--- config.mk ---
export PLATFORM = sky130hd
export DESIGN_NAME = sflash_mm_bridge
export DESIGN_NICKNAME = d
export VERILOG_FILES = /design/src/rtl/sfmb_pkg.sv /design/src/rtl/sfmb_byte_pick.sv /design/src/rtl/sfmb_rd_gather.sv /design/src/rtl/sfmb_ctrl.sv /design/src/rtl/sflash_mm_bridge.sv
export SDC_FILE = /design/constraint.sdc
export NUM_CORES = 1
export LEC_CHECK = 0
export ABC_AREA = 1
export BUFFER_PORTS_ARGS = -buffer_cell sky130_fd_sc_hd__buf_4
export CORE_MARGIN = 10
export CORE_UTILIZATION = 49
export DETAILED_ROUTE_END_ITERATION = 8
export PLACE_DENSITY = 0.78
export SLEW_MARGIN = 0
export SYNTH_ARGS = -nofsm -noshare
export SYNTH_HDL_FRONTEND = slang
export SYNTH_SLANG_ARGS = --single-unit
export TNS_END_PERCENT = 5
--- constraint.sdc ---
create_clock -name clk -period 2.1 [get_ports clk]
set_input_delay 0.42 -clock clk [delete_from_list [all_inputs] [get_ports clk]]
set_output_delay 0.42 -clock clk [all_outputs]
set_load 0.05 [all_outputs]
--- src/rtl/sfmb_pkg.sv ---
package sfmb_pkg;
  localparam logic [1:0] K_TX  = 2'd0;
  localparam logic [1:0] K_RX  = 2'd1;
  localparam logic [1:0] K_GAP = 2'd2;
  localparam logic [7:0] OP_WREN = 8'h06;

  typedef enum logic [3:0] {
    S_IDLE, S_WREN, S_CMD, S_ADDR, S_GAP, S_RDATA, S_RWAIT,
    S_WDATA, S_WACK, S_WLOAD, S_POLLC, S_POLLR, S_PWAIT
  } sfmb_st_e;
endpackage

--- src/rtl/sfmb_byte_pick.sv ---
module sfmb_byte_pick #(
  parameter int W = 32,
  localparam int NB = W / 8,
  localparam int SW = $clog2(NB)
) (
  input  logic [W-1:0]  word,
  input  logic [NB-1:0] be,
  input  logic [SW-1:0] sel,
  output logic [7:0]    byte_o
);
  logic [7:0] lane [NB];
  for (genvar g = 0; g < NB; g++) begin : g_lane
    assign lane[g] = be[g] ? word[g*8 +: 8] : 8'hFF;
  end
  assign byte_o = lane[sel];
endmodule

--- src/rtl/sfmb_rd_gather.sv ---
module sfmb_rd_gather (
  input  logic        clk,
  input  logic        rst,
  input  logic        cap_en,
  input  logic [1:0]  cap_idx,
  input  logic [7:0]  cap_byte,
  output logic [31:0] word_o,
  output logic        valid_o
);
  logic [23:0] acc;

  always_ff @(posedge clk) begin
    if (rst) begin
      acc <= '0;
      word_o <= '0;
      valid_o <= 1'b0;
    end else begin
      valid_o <= 1'b0;
      if (cap_en) begin
        if (cap_idx == 2'd3) begin
          word_o <= {cap_byte, acc};
          valid_o <= 1'b1;
        end else begin
          acc[{cap_idx, 3'b000} +: 8] <= cap_byte;
        end
      end
    end
  end


  rvalid_src_chk: assert property (@(posedge clk) disable iff (rst)
    valid_o |-> $past(cap_en && cap_idx == 2'd3));
endmodule

--- src/rtl/sfmb_ctrl.sv ---
module sfmb_ctrl import sfmb_pkg::*; #(
  parameter int ADDR_W  = 22,
  parameter int BURST_W = 7
) (
  input  logic               clk,
  input  logic               rst,
  input  logic [ADDR_W-1:0]  mm_addr,
  input  logic               mm_read,
  input  logic               mm_write,
  input  logic [31:0]        mm_wdata,
  input  logic [3:0]         mm_be,
  input  logic [BURST_W-1:0] mm_burst,
  output logic               mm_waitreq,
  input  logic [7:0]         cfg_rd_op,
  input  logic [4:0]         cfg_dummy,
  input  logic [7:0]         cfg_wr_op,
  input  logic [7:0]         cfg_poll_op,
  input  logic               cfg_addr4,
  input  logic [1:0]         cfg_cmd_mode,
  input  logic [1:0]         cfg_rd_addr_mode,
  input  logic [1:0]         cfg_rd_data_mode,
  input  logic [1:0]         cfg_wr_addr_mode,
  input  logic [1:0]         cfg_wr_data_mode,
  output logic               sq_valid,
  input  logic               sq_ready,
  output logic [1:0]         sq_kind,
  output logic [1:0]         sq_mode,
  output logic [7:0]         sq_data,
  output logic               sq_end,
  input  logic               sr_valid,
  input  logic               sr_busy,
  output logic               cap_en,
  output logic [1:0]         cap_idx
);
  localparam logic [BURST_W-1:0] ONE = BURST_W'(1);

  sfmb_st_e           st;
  logic               is_wr, ack;
  logic [BURST_W-1:0] left;
  logic [1:0]         idx;
  logic [31:0]        baddr, wword;
  logic [3:0]         wbe;
  logic [7:0]         wbyte, abyte;
  logic               want, go, last_word, last_byte;
  logic [1:0]         it_kind, it_mode;
  logic [7:0]         it_data;
  logic               it_end;

  sfmb_byte_pick #(.W(32)) u_pick (.word(wword), .be(wbe), .sel(idx), .byte_o(wbyte));

  assign abyte      = baddr[{idx, 3'b000} +: 8];
  assign last_word  = (left == ONE);
  assign last_byte  = (idx == 2'd3);
  assign mm_waitreq = ~ack;
  assign cap_en     = (st == S_RWAIT) && sr_valid;
  assign cap_idx    = idx;

  always_comb begin
    want = 1'b1; it_kind = K_TX; it_mode = cfg_cmd_mode; it_data = 8'h00; it_end = 1'b0;
    case (st)
      S_WREN:  begin it_data = OP_WREN; it_end = 1'b1; end
      S_CMD:   it_data = is_wr ? cfg_wr_op : cfg_rd_op;
      S_ADDR:  begin it_mode = is_wr ? cfg_wr_addr_mode : cfg_rd_addr_mode; it_data = abyte; end
      S_GAP:   begin it_kind = K_GAP; it_mode = cfg_rd_data_mode; it_data = {3'b000, cfg_dummy}; end
      S_RDATA: begin it_kind = K_RX; it_mode = cfg_rd_data_mode; it_end = last_word && last_byte; end
      S_WDATA: begin it_mode = cfg_wr_data_mode; it_data = wbyte; it_end = last_word && last_byte; end
      S_POLLC: it_data = cfg_poll_op;
      S_POLLR: begin it_kind = K_RX; it_end = 1'b1; end
      default: want = 1'b0;
    endcase
  end

  assign go = want && (!sq_valid || sq_ready);

  always_ff @(posedge clk) begin
    if (rst) begin
      st <= S_IDLE; is_wr <= 1'b0; ack <= 1'b0; left <= '0; idx <= '0;
      baddr <= '0; wword <= '0; wbe <= '0;
      sq_valid <= 1'b0; sq_kind <= K_TX; sq_mode <= '0; sq_data <= '0; sq_end <= 1'b0;
    end else begin
      ack <= 1'b0;
      if (sq_valid && sq_ready) sq_valid <= 1'b0;
      if (go) begin
        sq_valid <= 1'b1; sq_kind <= it_kind; sq_mode <= it_mode;
        sq_data <= it_data; sq_end <= it_end;
      end
      case (st)
        S_IDLE: if (!ack) begin
          baddr <= 32'(mm_addr) << 2;
          left  <= mm_burst;
          if (mm_read) begin
            is_wr <= 1'b0; ack <= 1'b1; st <= S_CMD;
          end else if (mm_write) begin
            is_wr <= 1'b1; wword <= mm_wdata; wbe <= mm_be; st <= S_WREN;
          end
        end
        S_WREN: if (go) st <= S_CMD;
        S_CMD: if (go) begin
          idx <= cfg_addr4 ? 2'd3 : 2'd2;
          st  <= S_ADDR;
        end
        S_ADDR: if (go) begin
          if (idx == 2'd0) begin
            if (is_wr)                st <= S_WDATA;
            else if (cfg_dummy != '0) st <= S_GAP;
            else                      st <= S_RDATA;
          end else begin
            idx <= idx - 2'd1;
          end
        end
        S_GAP:   if (go) st <= S_RDATA;
        S_RDATA: if (go) st <= S_RWAIT;
        S_RWAIT: if (sr_valid) begin
          idx <= idx + 2'd1;
          if (last_byte) begin
            left <= left - ONE;
            st   <= last_word ? S_IDLE : S_RDATA;
          end else begin
            st <= S_RDATA;
          end
        end
        S_WDATA: if (go) begin
          idx <= idx + 2'd1;
          if (last_byte) begin
            if (last_word) st <= S_POLLC;
            else begin
              left <= left - ONE; ack <= 1'b1; st <= S_WACK;
            end
          end
        end
        S_WACK:  st <= S_WLOAD;
        S_WLOAD: if (mm_write) begin
          wword <= mm_wdata; wbe <= mm_be; st <= S_WDATA;
        end
        S_POLLC: if (go) st <= S_POLLR;
        S_POLLR: if (go) st <= S_PWAIT;
        S_PWAIT: if (sr_valid) begin
          if (sr_busy) st <= S_POLLC;
          else begin
            ack <= 1'b1; st <= S_IDLE;
          end
        end
        default: st <= S_IDLE;
      endcase
    end
  end


  sq_hold_chk: assert property (@(posedge clk) disable iff (rst)
    (sq_valid && !sq_ready) |=> (sq_valid && $stable(sq_kind) && $stable(sq_mode)
                                 && $stable(sq_data) && $stable(sq_end)));

  ack_pulse_chk: assert property (@(posedge clk) disable iff (rst)
    ack |=> !ack);

  poll_busy_chk: assert property (@(posedge clk) disable iff (rst)
    (st == S_PWAIT && sr_valid && sr_busy) |=> (!ack && st == S_POLLC));

  gap_nonzero_chk: assert property (@(posedge clk) disable iff (rst)
    (sq_valid && sq_kind == K_GAP) |-> (sq_data != 8'h00 && !is_wr));
endmodule

--- src/rtl/sflash_mm_bridge.sv ---
module sflash_mm_bridge #(
  parameter int ADDR_W  = 22,
  parameter int BURST_W = 7
) (
  input  logic               clk,
  input  logic               rst,
  input  logic [ADDR_W-1:0]  mm_addr,
  input  logic               mm_read,
  input  logic               mm_write,
  input  logic [31:0]        mm_wdata,
  input  logic [3:0]         mm_be,
  input  logic [BURST_W-1:0] mm_burst,
  output logic               mm_waitreq,
  output logic [31:0]        mm_rdata,
  output logic               mm_rvalid,
  input  logic [7:0]         cfg_rd_op,
  input  logic [4:0]         cfg_dummy,
  input  logic [7:0]         cfg_wr_op,
  input  logic [7:0]         cfg_poll_op,
  input  logic               cfg_addr4,
  input  logic [1:0]         cfg_cmd_mode,
  input  logic [1:0]         cfg_rd_addr_mode,
  input  logic [1:0]         cfg_rd_data_mode,
  input  logic [1:0]         cfg_wr_addr_mode,
  input  logic [1:0]         cfg_wr_data_mode,
  output logic               sq_valid,
  input  logic               sq_ready,
  output logic [1:0]         sq_kind,
  output logic [1:0]         sq_mode,
  output logic [7:0]         sq_data,
  output logic               sq_end,
  input  logic               sr_valid,
  input  logic [7:0]         sr_data
);
  logic       cap_en;
  logic [1:0] cap_idx;

  sfmb_ctrl #(.ADDR_W(ADDR_W), .BURST_W(BURST_W)) u_ctrl (
    .clk(clk), .rst(rst),
    .mm_addr(mm_addr), .mm_read(mm_read), .mm_write(mm_write),
    .mm_wdata(mm_wdata), .mm_be(mm_be), .mm_burst(mm_burst), .mm_waitreq(mm_waitreq),
    .cfg_rd_op(cfg_rd_op), .cfg_dummy(cfg_dummy), .cfg_wr_op(cfg_wr_op),
    .cfg_poll_op(cfg_poll_op), .cfg_addr4(cfg_addr4), .cfg_cmd_mode(cfg_cmd_mode),
    .cfg_rd_addr_mode(cfg_rd_addr_mode), .cfg_rd_data_mode(cfg_rd_data_mode),
    .cfg_wr_addr_mode(cfg_wr_addr_mode), .cfg_wr_data_mode(cfg_wr_data_mode),
    .sq_valid(sq_valid), .sq_ready(sq_ready), .sq_kind(sq_kind), .sq_mode(sq_mode),
    .sq_data(sq_data), .sq_end(sq_end),
    .sr_valid(sr_valid), .sr_busy(sr_data[0]),
    .cap_en(cap_en), .cap_idx(cap_idx)
  );

  sfmb_rd_gather u_gather (
    .clk(clk), .rst(rst), .cap_en(cap_en), .cap_idx(cap_idx), .cap_byte(sr_data),
    .word_o(mm_rdata), .valid_o(mm_rvalid)
  );
endmodule

[Word-level counts from Yosys, hierarchy flattened]
Cells that the tools add are included.
Word-level totals
  bits in registers: 144
  input port bits: 119
  output and inout port bits: 48
  logic and storage cells: 162
Operators by class
  add/subtract/negate cells: 4
  order comparisons: 1
  eq/ne operators: 33
  shifts and indexed selects: 3
  mux-type cells: 73
  bitwise operators: 4
  reductions and logical operators: 28
Operators by type and width (number)
  2-to-1 mux 32 bit: 3
  2-to-1 mux 4 bit: 22
  case mux 32 bit (2 select lines): 1
  2-to-1 mux 8 bit: 7
  case mux 4 bit (13 select lines): 1
  case mux 8 bit (6 select lines): 1
  2-to-1 mux 7 bit: 6
  indexed part select 32 x 6 -> 8 bit: 1
  bitwise mux 24 bit: 1
  variable shift 8 x 7 -> 24 bit, first input constant: 1
  indexed part select 8 x 7 -> 24 bit: 1
  != test 2 x 1 -> 1 bit, second input constant: 11
  case mux 7 bit (3 select lines): 1
  == test 4 bit, second input constant: 5
  binary-select mux 8 bit (select 2 bit): 1
  == test 4 x 3 -> 1 bit, second input constant: 4
  2-to-1 mux 1 bit: 15
  AND reduction 15 bit: 1
  2-to-1 mux 2 bit: 7
  != test 2 bit, second input constant: 7
  OR reduction 2 bit: 5
  == test 4 x 2 -> 1 bit, second input constant: 2
  case mux 2 bit (4 select lines): 1
  case mux 4 bit (2 select lines): 1
  30 further kinds: 40

[Logic depth before layout (Yosys ltp)]
Gate-level depths: netlist of the first run.
  word-level depth: 6
  mapped depth: 13
  depth with buffers taken out: 11

[Cells and area by module]
A second synthesis of the first run with hierarchy kept.
Unflattened totals
  cells, all modules: 1033
  area, all modules: 7054.3 sq um
By module, submodules not included
  sfmb_ctrl: times used 1, cells an instance 641, area an instance 4269.1 sq um
  sfmb_rd_gather: times used 1, cells an instance 294, area an instance 2270.9 sq um
  sfmb_byte_pick: times used 1, cells an instance 98, area an instance 514.2 sq um

[Worst setup path after synthesis of the first run]
Ideal clock, no wire load.
  path type: reg-to-reg
  from: register u_ctrl.idx[0], in the netlist u_ctrl.cap_idx[0]
  to: register u_ctrl.st[0]
  setup time: 0.113 ns
  arrival time: 2.007 ns
  data required time: 1.987 ns
  setup slack: -0.020 ns
  cell stages (with the launch flop): 13
  clock period less this slack: 2.120 ns
  cell sequence: dfxtp_1 -> clkbuf_1 -> inv_1 -> buf_2 -> buf_2 -> ha_1 -> clkinv_1 -> nand3_1 -> nand3_1 -> nor2_1 -> nand2_1 -> nor2_1 -> nor2_1
On the way
  cells in the longest elaborated chain, start to end: 4
  elaborated cells on any way between the ends: 8
  classes of those cells: eq/ne: 3; mux: 3; reduce/logical: 2
RTL lines
  start: declaration: line sfmb_ctrl.sv:40  | logic [1:0] idx;
  start signal: assignment: line sfmb_ctrl.sv:99  | idx <= cfg_addr4 ? 2'd3 : 2'd2;
  start signal: assignment: line sfmb_ctrl.sv:108  | idx <= idx - 2'd1;
  start signal: assignment: line sfmb_ctrl.sv:114  | idx <= idx + 2'd1;
  == test 2 bit: line sfmb_ctrl.sv:53  | assign last_byte = (idx == 2'd3);
  2-to-1 mux 4 bit: line sfmb_ctrl.sv:115  | if (last_byte) begin
  2-to-1 mux 4 bit: line sfmb_ctrl.sv:113  | S_RWAIT: if (sr_valid) begin
  case mux 4 bit (13 select lines): line sfmb_ctrl.sv:87  | case (st)
  end signal: assignment: line sfmb_ctrl.sv:117  | st <= last_word ? S_IDLE : S_RDATA;
  end: declaration: line sfmb_ctrl.sv:37  | sfmb_st_e st;
Parallel ways exist; a longest one is shown, timed or not. The select of a mux whose other input is x is not followed.
A chain may end at the register's enable or synchronous reset.

[Worst setup path in the final report of the first run]
  from: register u_ctrl.st[2]
  to: register u_gather.word_o[21]
On the way
  cells in the longest elaborated chain, start to end: 3
RTL lines
  == test 4 x 3 -> 1 bit: line sfmb_ctrl.sv:55  | assign cap_en = (st == S_RWAIT) && sr_valid;
  logical AND 1 bit: line sfmb_ctrl.sv:55
  AND reduction 2 bit (no line)
  end signal: assignment: line sfmb_rd_gather.sv:21  | word_o <= {cap_byte, acc};
  end: declaration: line sfmb_rd_gather.sv:7  | output logic [31:0] word_o,
No other way between the ends.

==> results of run 1 <==
-- power by group through the flow --
stage,combinational (mW),sequential [mW],clock (mW)
floorplan,2.90,3.91,0
global placement,4.35,3.73,0
detailed placement,4.40,3.74,0
CTS,4.42,3.69,3.20
global route,4.98,3.76,3.33
finish,4.44,3.70,3.16
-- routing by layer --
layer  share of wire [%]  GRT usage [%]  up-vias
met5                   0              0        -
met4                 2.0          7.436        0
met3                 7.1          5.993       33
met2                  44          32.03      245
met1                  47          28.65     3239
li1                    -              -     3669
-- flip-flops by register name, indices dropped and copies added, names as in the netlist, 2 cells and up --
register and cells:
u_ctrl.cap_idx 2, u_ctrl.baddr 22, u_ctrl.wbe 4, u_ctrl.sq_kind 2, u_ctrl.sq_mode 2, u_gather.acc 24, u_ctrl.left 7, u_ctrl.st 4
u_gather.word_o 32, u_ctrl.sq_data 8, u_ctrl.wword 32
-- repair_timing --
| item | CTS | global route |
|---|---|---|
| resized for setup | 0 | 2 |
| hold buffers | 0 | 0 |
| setup buffers | 0 | 0 |
| endpoints found under the setup margin | 0 | 3 |
-- worst max-delay path by stage --
stage                                      to  slack, ns  cells after the start
final                     u_gather.word_o[21]       0.15                     10
after global routing      u_gather.word_o[29]      0.006                     10
after CTS                 u_gather.word_o[21]       0.18                      9
after detailed placement         u_ctrl.st[1]       0.22                      9
after global placement           u_ctrl.st[0]       0.26                      9
after floorplan                  u_ctrl.st[0]       0.03                     12
-- cell families after synthesis --
family / after synthesis
and+or+nand+nor: 469
AOI/OAI and AO/OA: 262
buffers and inverters: 168
DFF: 144
adders and majority gates: 7
xor gates and xnor gates: 1
-- per-stage QoR --
stage                     util [%]  cell area (µm²)  setup slack [ns]
after floorplan                  -             6869           0.03253
after global placement       60.41             8353            0.2619
after detailed placement     60.41             8353            0.2241
after CTS                    64.88             8971            0.1845
after global routing         64.93             8977          0.005672
final                        64.93             8977            0.1472
-- cells in the final DEF (no fill, tap or decap) --
master / instances
sky130_fd_sc_hd__a31oi_1: 1
sky130_fd_sc_hd__clkinvlp_4: 4
sky130_fd_sc_hd__xor2_1: 1
sky130_fd_sc_hd__nand3_2: 1
sky130_fd_sc_hd__clkbuf_1: 1
sky130_fd_sc_hd__o21ai_0: 136
sky130_fd_sc_hd__nor2_1: 157
sky130_fd_sc_hd__clkbuf_8: 1
sky130_fd_sc_hd__nand3_1: 47
sky130_fd_sc_hd__clkinv_4: 1
sky130_fd_sc_hd__clkinv_1: 1
sky130_fd_sc_hd__o2111ai_1: 1
sky130_fd_sc_hd__a21oi_2: 1
sky130_fd_sc_hd__inv_2: 8
sky130_fd_sc_hd__ha_1: 7
sky130_fd_sc_hd__nand2_2: 3
sky130_fd_sc_hd__inv_1: 108
sky130_fd_sc_hd__a21oi_1: 117
sky130_fd_sc_hd__o21ai_1: 3
sky130_fd_sc_hd__bufinv_16: 3
sky130_fd_sc_hd__inv_8: 1
sky130_fd_sc_hd__clkbuf_16: 17
sky130_fd_sc_hd__nor2_2: 5
sky130_fd_sc_hd__nand4_1: 5
sky130_fd_sc_hd__o31ai_1: 1
sky130_fd_sc_hd__a21boi_0: 1
sky130_fd_sc_hd__nand2_1: 242
sky130_fd_sc_hd__nor3_1: 2
sky130_fd_sc_hd__buf_12: 3
sky130_fd_sc_hd__dfxtp_2: 1
sky130_fd_sc_hd__o22ai_1: 1
sky130_fd_sc_hd__inv_6: 4
sky130_fd_sc_hd__nor2_4: 4
sky130_fd_sc_hd__buf_4: 190
sky130_fd_sc_hd__dfxtp_1: 143
sky130_fd_sc_hd__nand3b_1: 3
-- area by class of cell --
| class | count | share of cell area [%] |
|---|---|---|
| clock buffer | 19 | 4.934 |
| clock inverter | 13 | 1.951 |
| inverter | 117 | 4.892 |
| multi-input combinational | 739 | 37.03 |
| sequential | 144 | 32.13 |
| tap | 180 | 2.509 |
| timing repair buffer | 193 | 16.56 |
-- critical path: stages, from the launching register on --
cell,delay (ns)
sky130_fd_sc_hd__dfxtp_1,0.54
sky130_fd_sc_hd__inv_2,0.13
sky130_fd_sc_hd__nor2_4,0.11
sky130_fd_sc_hd__buf_4,0.16
sky130_fd_sc_hd__nand2_2,0.10
sky130_fd_sc_hd__nor2_4,0.13
sky130_fd_sc_hd__nand2_1,0.09
sky130_fd_sc_hd__inv_2,0.08
sky130_fd_sc_hd__buf_12,0.23
sky130_fd_sc_hd__o21ai_0,0.12
sky130_fd_sc_hd__a21oi_1,0.17
==> metrics.cfg, run 1 <==
[outcome]
outcome = completed

[critical_path]
reg2reg_slack_ns = 0.15
crit_start = u_ctrl.st[2]
worstReg2RegStart = u_ctrl.st[2]
worst_path_class_setup = flip-flop to flip-flop
worstSetupStartpointType = flip-flop
worstSetupEndpointType = flip-flop
worst_r2r_path_depth = 10
crit_arrival_ns = 2.31
crit_path_max_fanout = 64
worst_path_required_ns = 2.45
worst_r2r_endpoint = u_gather.word_o[21]

[yosys]
post_synthesis_cell_type_count = 30
post-synth-top-area-cell = sky130_fd_sc_hd__dfxtp_1
synth_enable_flop_cells = 0
synth_mux_area_share_pct = 0
post_synth_fa_ha_maj_area_fraction_pct = 1.276
synthesis.area_per_instance_um2 = 6.533
synth_common_cells = sky130_fd_sc_hd__nand2_1, sky130_fd_sc_hd__nor2_1, sky130_fd_sc_hd__dfxtp_1, sky130_fd_sc_hd__o21ai_0, sky130_fd_sc_hd__a21oi_1
synth_top_area_share_pct = 41.98
post_synth_instance_area_um2 = 6867
synthesized_area_fraction_occupied_by_ao_oa_aoi_and_oai_cells_pct = 19.31
synth_top_family_by_area = simple AND/OR/NAND/NOR gates
yosysSeqAreaShare_pct = 41.98
ys_async_sr_fraction_pct = 0
postSynthNetCount = 1177
synth-xor-area-share_pct = 0.1276
register_bit_count_reported_by_yosys = 144
yosysMostFrequentCell = sky130_fd_sc_hd__nand2_1
synth_warnings = 0
syn-instance-count = 1051
ys.flop_type = sky130_fd_sc_hd__dfxtp_1
yosys.area_share.simple_pct = 27.59
synthTopCellsByArea = sky130_fd_sc_hd__dfxtp_1, sky130_fd_sc_hd__nand2_1, sky130_fd_sc_hd__o21ai_0, sky130_fd_sc_hd__nor2_1, sky130_fd_sc_hd__a21oi_1

[timing]
timing.final.hold_violations = 0
max_slew_margin_pct = 60.84
rsz0062_at_grt = no
timing.final.crit_share_pct = 92.99
holdWs_ns = 0.2337
clock_tree_skew_after_final_layout_ns = 0.009782
finalSetupViolations = 0
setup_total_negative_slack_ns = 0
slew_violations = 0
timing.fmax_mhz = 512.1
tightest_slew_ns = 0.5853
finalWorstPathRequiredPeriod_ns = 1.953

[route]
wire_length_per_cell_um = 15.15
drt_drc_violations_left = 0
drtPass1Iterations = 5
dr.first_iter.drc_count = 681
final_antenna_net_count = 0
vias = 7186
detail_route.vias_per_cell = 5.115
postRouteWirelength_um = 21290

[worst_hold_path]
whs_path_depth = 3
holdCritStartpoint = mm_addr[6]
worstHoldEndpoint = u_ctrl.baddr[8]
hold_path_class = primary input to flip-flop

[power]
power_switching_share_pct = 40.16
final_power_mw = 11.30
power_frac_clock_pct = 28.0
power.leakage_nw = 4.158
ir_drop_uv = 781.9
power.switching_mw = 4.539
power.density_cell_area_nw_per_um2 = 1259
combPwrFrac_pct = 39.3
power.internal_mw = 6.763
sequential_group_share_of_total_power_pct = 32.7

[placement]
globalplace.congestion = 0.9233
placement.io_buffers = 166
hpwlAfterDp_um = 16090
dpl.cell_count = 1373

[layout]
post_route_cells_drive_above_1_share_pct = 20.16
diodes = 0
synth_to_final_area_change_pct = 30.74
final-instance-count-excl-fill = 1405
design.final.nets = 1338
multiInputGateArea_um2 = 3324
fillCellCount = 1228
ff_latch_area_um2 = 2884

[global_route]
pin_count_of_the_biggest_net_entering_global_routing = 105
groute.usage.overall_pct = 21.35
global_route.overflow_total = 0
wire_length_of_the_first_global_routing_pass_um = 33920
initial_antenna_violation_count = 0
grt_pass1_vias = 6626

[clocking]
numCtsBuffers = 17
clock_tree.htree_level_count = 4
cts_num_sinks = 144
clk_transition_reported_paths_ns = 0.07
cts-root-to-sink-buffers = 2
cts.root.buffer_cell = sky130_fd_sc_hd__clkbuf_16
tritoncts = built
clock_latency_ns = 0.43

[die]
row_count = 43
chipHeight_um = 138.4
fp.dieW_um = 138.4
io-pin-count = 167
floorplan.die_area_um2 = 19150
area_of_the_core_um2 = 13830
floorplan.initialDensity_pct = 49.66

[job]
cap_viol_max_count = 0

Note: power is estimated with default switching activity, not from simulation.
==> inputs of run 2 (changes only) <==
ABC_AREA = default   (was 1)
CORE_UTILIZATION = 50   (was 49)
CTS_BUF_LIST = sky130_fd_sc_hd__clkbuf_4   (was default)
PLACE_DENSITY = 0.8   (was 0.78)
RECOVER_POWER = 25   (was default)
==> metrics.cfg, run 2 <==
[global_route]
wire_length_of_the_first_global_routing_pass_um = 32860  ; was 33920 µm
groute.usage.overall_pct = 22.10  ; was 21.35%
grt_pass1_vias = 6338  ; was 6626
initial_antenna_violation_count = 1  ; was 0
pin_count_of_the_biggest_net_entering_global_routing = 93  ; was 105
global_route.overflow_total = 0  ; unchanged

[layout]
design.final.nets = 1165  ; was 1338
mostFrequentLayoutCell = sky130_fd_sc_hd__nand2_1  ; unchanged
most-common-layout-cells = sky130_fd_sc_hd__nand2_1, sky130_fd_sc_hd__buf_4, sky130_fd_sc_hd__dfxtp_1  ; was sky130_fd_sc_hd__nand2_1, sky130_fd_sc_hd__buf_4, sky130_fd_sc_hd__nor2_1
synth_to_final_area_change_pct = 25.17  ; was 30.74%
final-instance-count-excl-fill = 1228  ; was 1405
final_util_pct = 63.64  ; was 64.93%
design_area_um2 = 8394  ; was 8977 µm²
largestRegisters = u_ctrl.wword: 32 flops, u_gather.word_o: 32 flops, u_gather.acc: 24 flops  ; unchanged
post_route_cells_drive_above_1_share_pct = 20.17  ; was 20.16%

[clocking]
cts.root.buffer_cell = sky130_fd_sc_hd__clkbuf_4  ; was sky130_fd_sc_hd__clkbuf_16
cts_num_sinks = 144  ; unchanged
clock_latency_ns = 0.56  ; was 0.43 ns
cts-root-to-sink-buffers = 2  ; unchanged
numCtsBuffers = 17  ; unchanged
cts_hold_fix_bufs = 0  ; unchanged
clk_transition_reported_paths_ns = 0.12  ; was 0.07 ns
tritoncts = built  ; unchanged
clock_tree.htree_level_count = 4  ; unchanged

[yosys]
synthesis.area_per_instance_um2 = 7.691  ; was 6.533 µm²
ys.flop_type = sky130_fd_sc_hd__dfxtp_1  ; unchanged
yosysMostFrequentCell = sky130_fd_sc_hd__nand2_1  ; unchanged
register_bit_count_reported_by_yosys = 144  ; unchanged
post_synthesis_cell_type_count = 66  ; was 30
yosysSeqAreaShare_pct = 42.99  ; was 41.98%
synth_enable_flop_cells = 0  ; unchanged
ys_async_sr_fraction_pct = 0  ; unchanged
synth_warnings = 0  ; unchanged
post-synth-top-area-cell = sky130_fd_sc_hd__dfxtp_1  ; unchanged
post_synth_instance_area_um2 = 6706  ; was 6867 µm²
synth_top_area_share_pct = 42.99  ; was 41.98%
postSynthNetCount = 998  ; was 1177
synthTopCellsByArea = sky130_fd_sc_hd__dfxtp_1, sky130_fd_sc_hd__nand2_1, sky130_fd_sc_hd__a21oi_1, sky130_fd_sc_hd__nand3_1, sky130_fd_sc_hd__mux2i_1  ; was sky130_fd_sc_hd__dfxtp_1, sky130_fd_sc_hd__nand2_1, sky130_fd_sc_hd__o21ai_0, sky130_fd_sc_hd__nor2_1, sky130_fd_sc_hd__a21oi_1
synth_common_cells = sky130_fd_sc_hd__nand2_1, sky130_fd_sc_hd__dfxtp_1, sky130_fd_sc_hd__a21oi_1, sky130_fd_sc_hd__clkbuf_1, sky130_fd_sc_hd__nand3_1  ; was sky130_fd_sc_hd__nand2_1, sky130_fd_sc_hd__nor2_1, sky130_fd_sc_hd__dfxtp_1, sky130_fd_sc_hd__o21ai_0, sky130_fd_sc_hd__a21oi_1
syn-instance-count = 872  ; was 1051

[critical_path]
crit_buf_inv = 1  ; was 4
worstSetupEndpointType = flip-flop  ; unchanged
worst_r2r_endpoint = u_ctrl.sq_data[4]  ; was u_gather.word_o[21]
crit_start = u_ctrl.st[2]  ; unchanged
cpMostUsedCell = sky130_fd_sc_hd__or3b_1
crit_path_max_fanout = 7  ; was 64
crit_arrival_ns = 2.46  ; was 2.31 ns
crit_path_top_delay_cell = sky130_fd_sc_hd__dfxtp_1  ; unchanged
reg2reg_slack_ns = 0.13  ; was 0.15 ns
timing.critical_path.slowest_cell_delay_ns = 0.45  ; was 0.54 ns
cp_num_cells = 5  ; was 10
worstSetupStartpointType = flip-flop  ; unchanged
worstReg2RegStart = u_ctrl.st[2]  ; unchanged
crit_path_end = u_ctrl.sq_data[4]  ; was u_gather.word_o[21]
crit_chain = or3b_1 > a31oi_2 > buf_4 > or3b_1 > o21ai_1  ; was inv_2 > nor2_4 > buf_4 > nand2_2 > nor2_4 > nand2_1 > inv_2 > buf_12 > o21ai_0 > a21oi_1
gate_family_responsible_for_the_most_delay_along_the_worst_path = simple AND/OR/NAND/NOR gates  ; was buffers and inverters
worst_r2r_path_depth = 5  ; was 10
worst_path_required_ns = 2.59  ; was 2.45 ns
worst_path_class_setup = flip-flop to flip-flop  ; unchanged

[timing]
timing.final.crit_share_pct = 93.96  ; was 92.99%
timing.fmax_mhz = 506.8  ; was 512.1 MHz
timing.final.hold_violations = 0  ; unchanged
finalWorstPathRequiredPeriod_ns = 1.973  ; was 1.953 ns
max_slew_margin_pct = 56.75  ; was 60.84%
slew_violations = 0  ; unchanged
holdWs_ns = 0.1007  ; was 0.2337 ns
clock_tree_skew_after_final_layout_ns = 0.01568  ; was 0.009782 ns
tightest_slew_ns = 0.6515  ; was 0.5853 ns
setup_total_negative_slack_ns = 0  ; unchanged
finalSetupViolations = 0  ; unchanged
rsz0062_at_grt = no  ; unchanged

[route]
final_antenna_net_count = 0  ; unchanged
drt_drc_violations_left = 0  ; unchanged
drtPass1Iterations = 8  ; was 5
vias = 6848  ; was 7186
dr.first_iter.drc_count = 672  ; was 681
wire_length_per_cell_um = 17.20  ; was 15.15 µm
detail_route.vias_per_cell = 5.577  ; was 5.115
postRouteWirelength_um = 21120  ; was 21290 µm

[power]
power.density_cell_area_nw_per_um2 = 1141  ; was 1259 nW/µm²
power.leakage_nw = 3.096  ; was 4.158 nW
ir_drop_uv = 665.0  ; was 781.9 µV

[placement]
globalplace.congestion = 0.9140  ; was 0.9233
hpwlAfterDp_um = 15710  ; was 16090 µm
dpl-instance-area_um2 = 8262  ; was 8353 µm²
dpl.cell_count = 1192  ; was 1373
placement.io_buffers = 166  ; unchanged

[die]
io-pin-count = 167  ; unchanged
floorplan.die_area_um2 = 18450  ; was 19150 µm²
floorplan.initialDensity_pct = 50.84  ; was 49.66%
area_of_the_core_um2 = 13190  ; was 13830 µm²
row_count = 42  ; was 43
chipHeight_um = 135.8  ; was 138.4 µm
fp.dieW_um = 135.8  ; was 138.4 µm

[outcome]
outcome = completed  ; unchanged

[worst_hold_path]
hold_path_class = primary input to flip-flop  ; unchanged

[job]
cap_viol_max_count = 0  ; unchanged

run 2: worst min-delay path: cells and delay by family:
family                 cells  cell delay (ns)
buffers and inverters      1             0.11
and+or+nand+nor            1             0.04
AOI/OAI and AO/OA          1             0.05
run 2: final cells by class:
| class | count | area [µm²] |
|---|---|---|
| Antenna cell | 1 | 2.502 |
| Clock buffer | 18 | 135.1 |
| Clock inverter | 13 | 122.6 |
| Fill cell | 1257 | 4796 |
| Inverter | 11 | 41.29 |
| Multi-Input combinational cell | 652 | 3515 |
| Sequential cell | 144 | 2885 |
| Tap cell | 176 | 220.2 |
| Timing Repair Buffer | 213 | 1473 |
run 2: kinds of logic (layout without fill, tap and decap cells):
group,after synthesis,after routing,share of synthesized area [%]
and+or+nand+nor,375,375,25.34
AOI/OAI and AO/OA,248,248,22.09
DFF,144,144,42.99
buffers and inverters,76,255,4.944
muxes,20,20,3.078
adders and majority gates,7,7,1.306
xor gates and xnor gates,2,2,0.2612
other,0,1,0
run 2: worst min-delay path by stage:
stage	startpoint	to	depth (start not counted)
after detailed placement	u_ctrl.wword[18]	u_ctrl.wword[18]	2
after global routing	mm_wdata[16]	u_ctrl.wword[16]	3
final	mm_wdata[13]	u_ctrl.wword[13]	3
after global placement	u_ctrl.wword[25]	u_ctrl.wword[25]	2
after CTS	mm_addr[4]	u_ctrl.baddr[6]	3
after floorplan	u_ctrl.wword[24]	u_ctrl.wword[24]	2
run 2: repair_timing:
item                       CTS  global route
buffers inserted             0             4
resized for setup            0             6
setup endpoints to repair    0            27
run 2: metal layers:
metal	global-route usage, %	part of all wire (%)	vias to the layer above
li1	-	-	3384
met1	28.86	44	3145
met2	33.07	45	279
met3	7.196	9.0	40
met4	8.553	2.2	0
met5	0	0	-
run 2: stage by stage:
| stage | power [mW] | worst slack [ns] |
|---|---|---|
| floorplan | 6.492 | 0.07085 |
| global placement | 7.872 | 0.05517 |
| detailed placement | 7.921 | 0.04315 |
| CTS | 9.566 | 0.02798 |
| global route | 10.20 | 0.01174 |
| finish | 9.578 | 0.1269 |
run 2: report_power, final:
group / total [mW] / internal (mW) / switching (mW)
Combinational: 4.39 / 1.69 / 2.70
Sequential: 3.53 / 3.19 / 0.343
Clock: 1.66 / 0.691 / 0.970
Total: 9.58 / 5.56 / 4.01
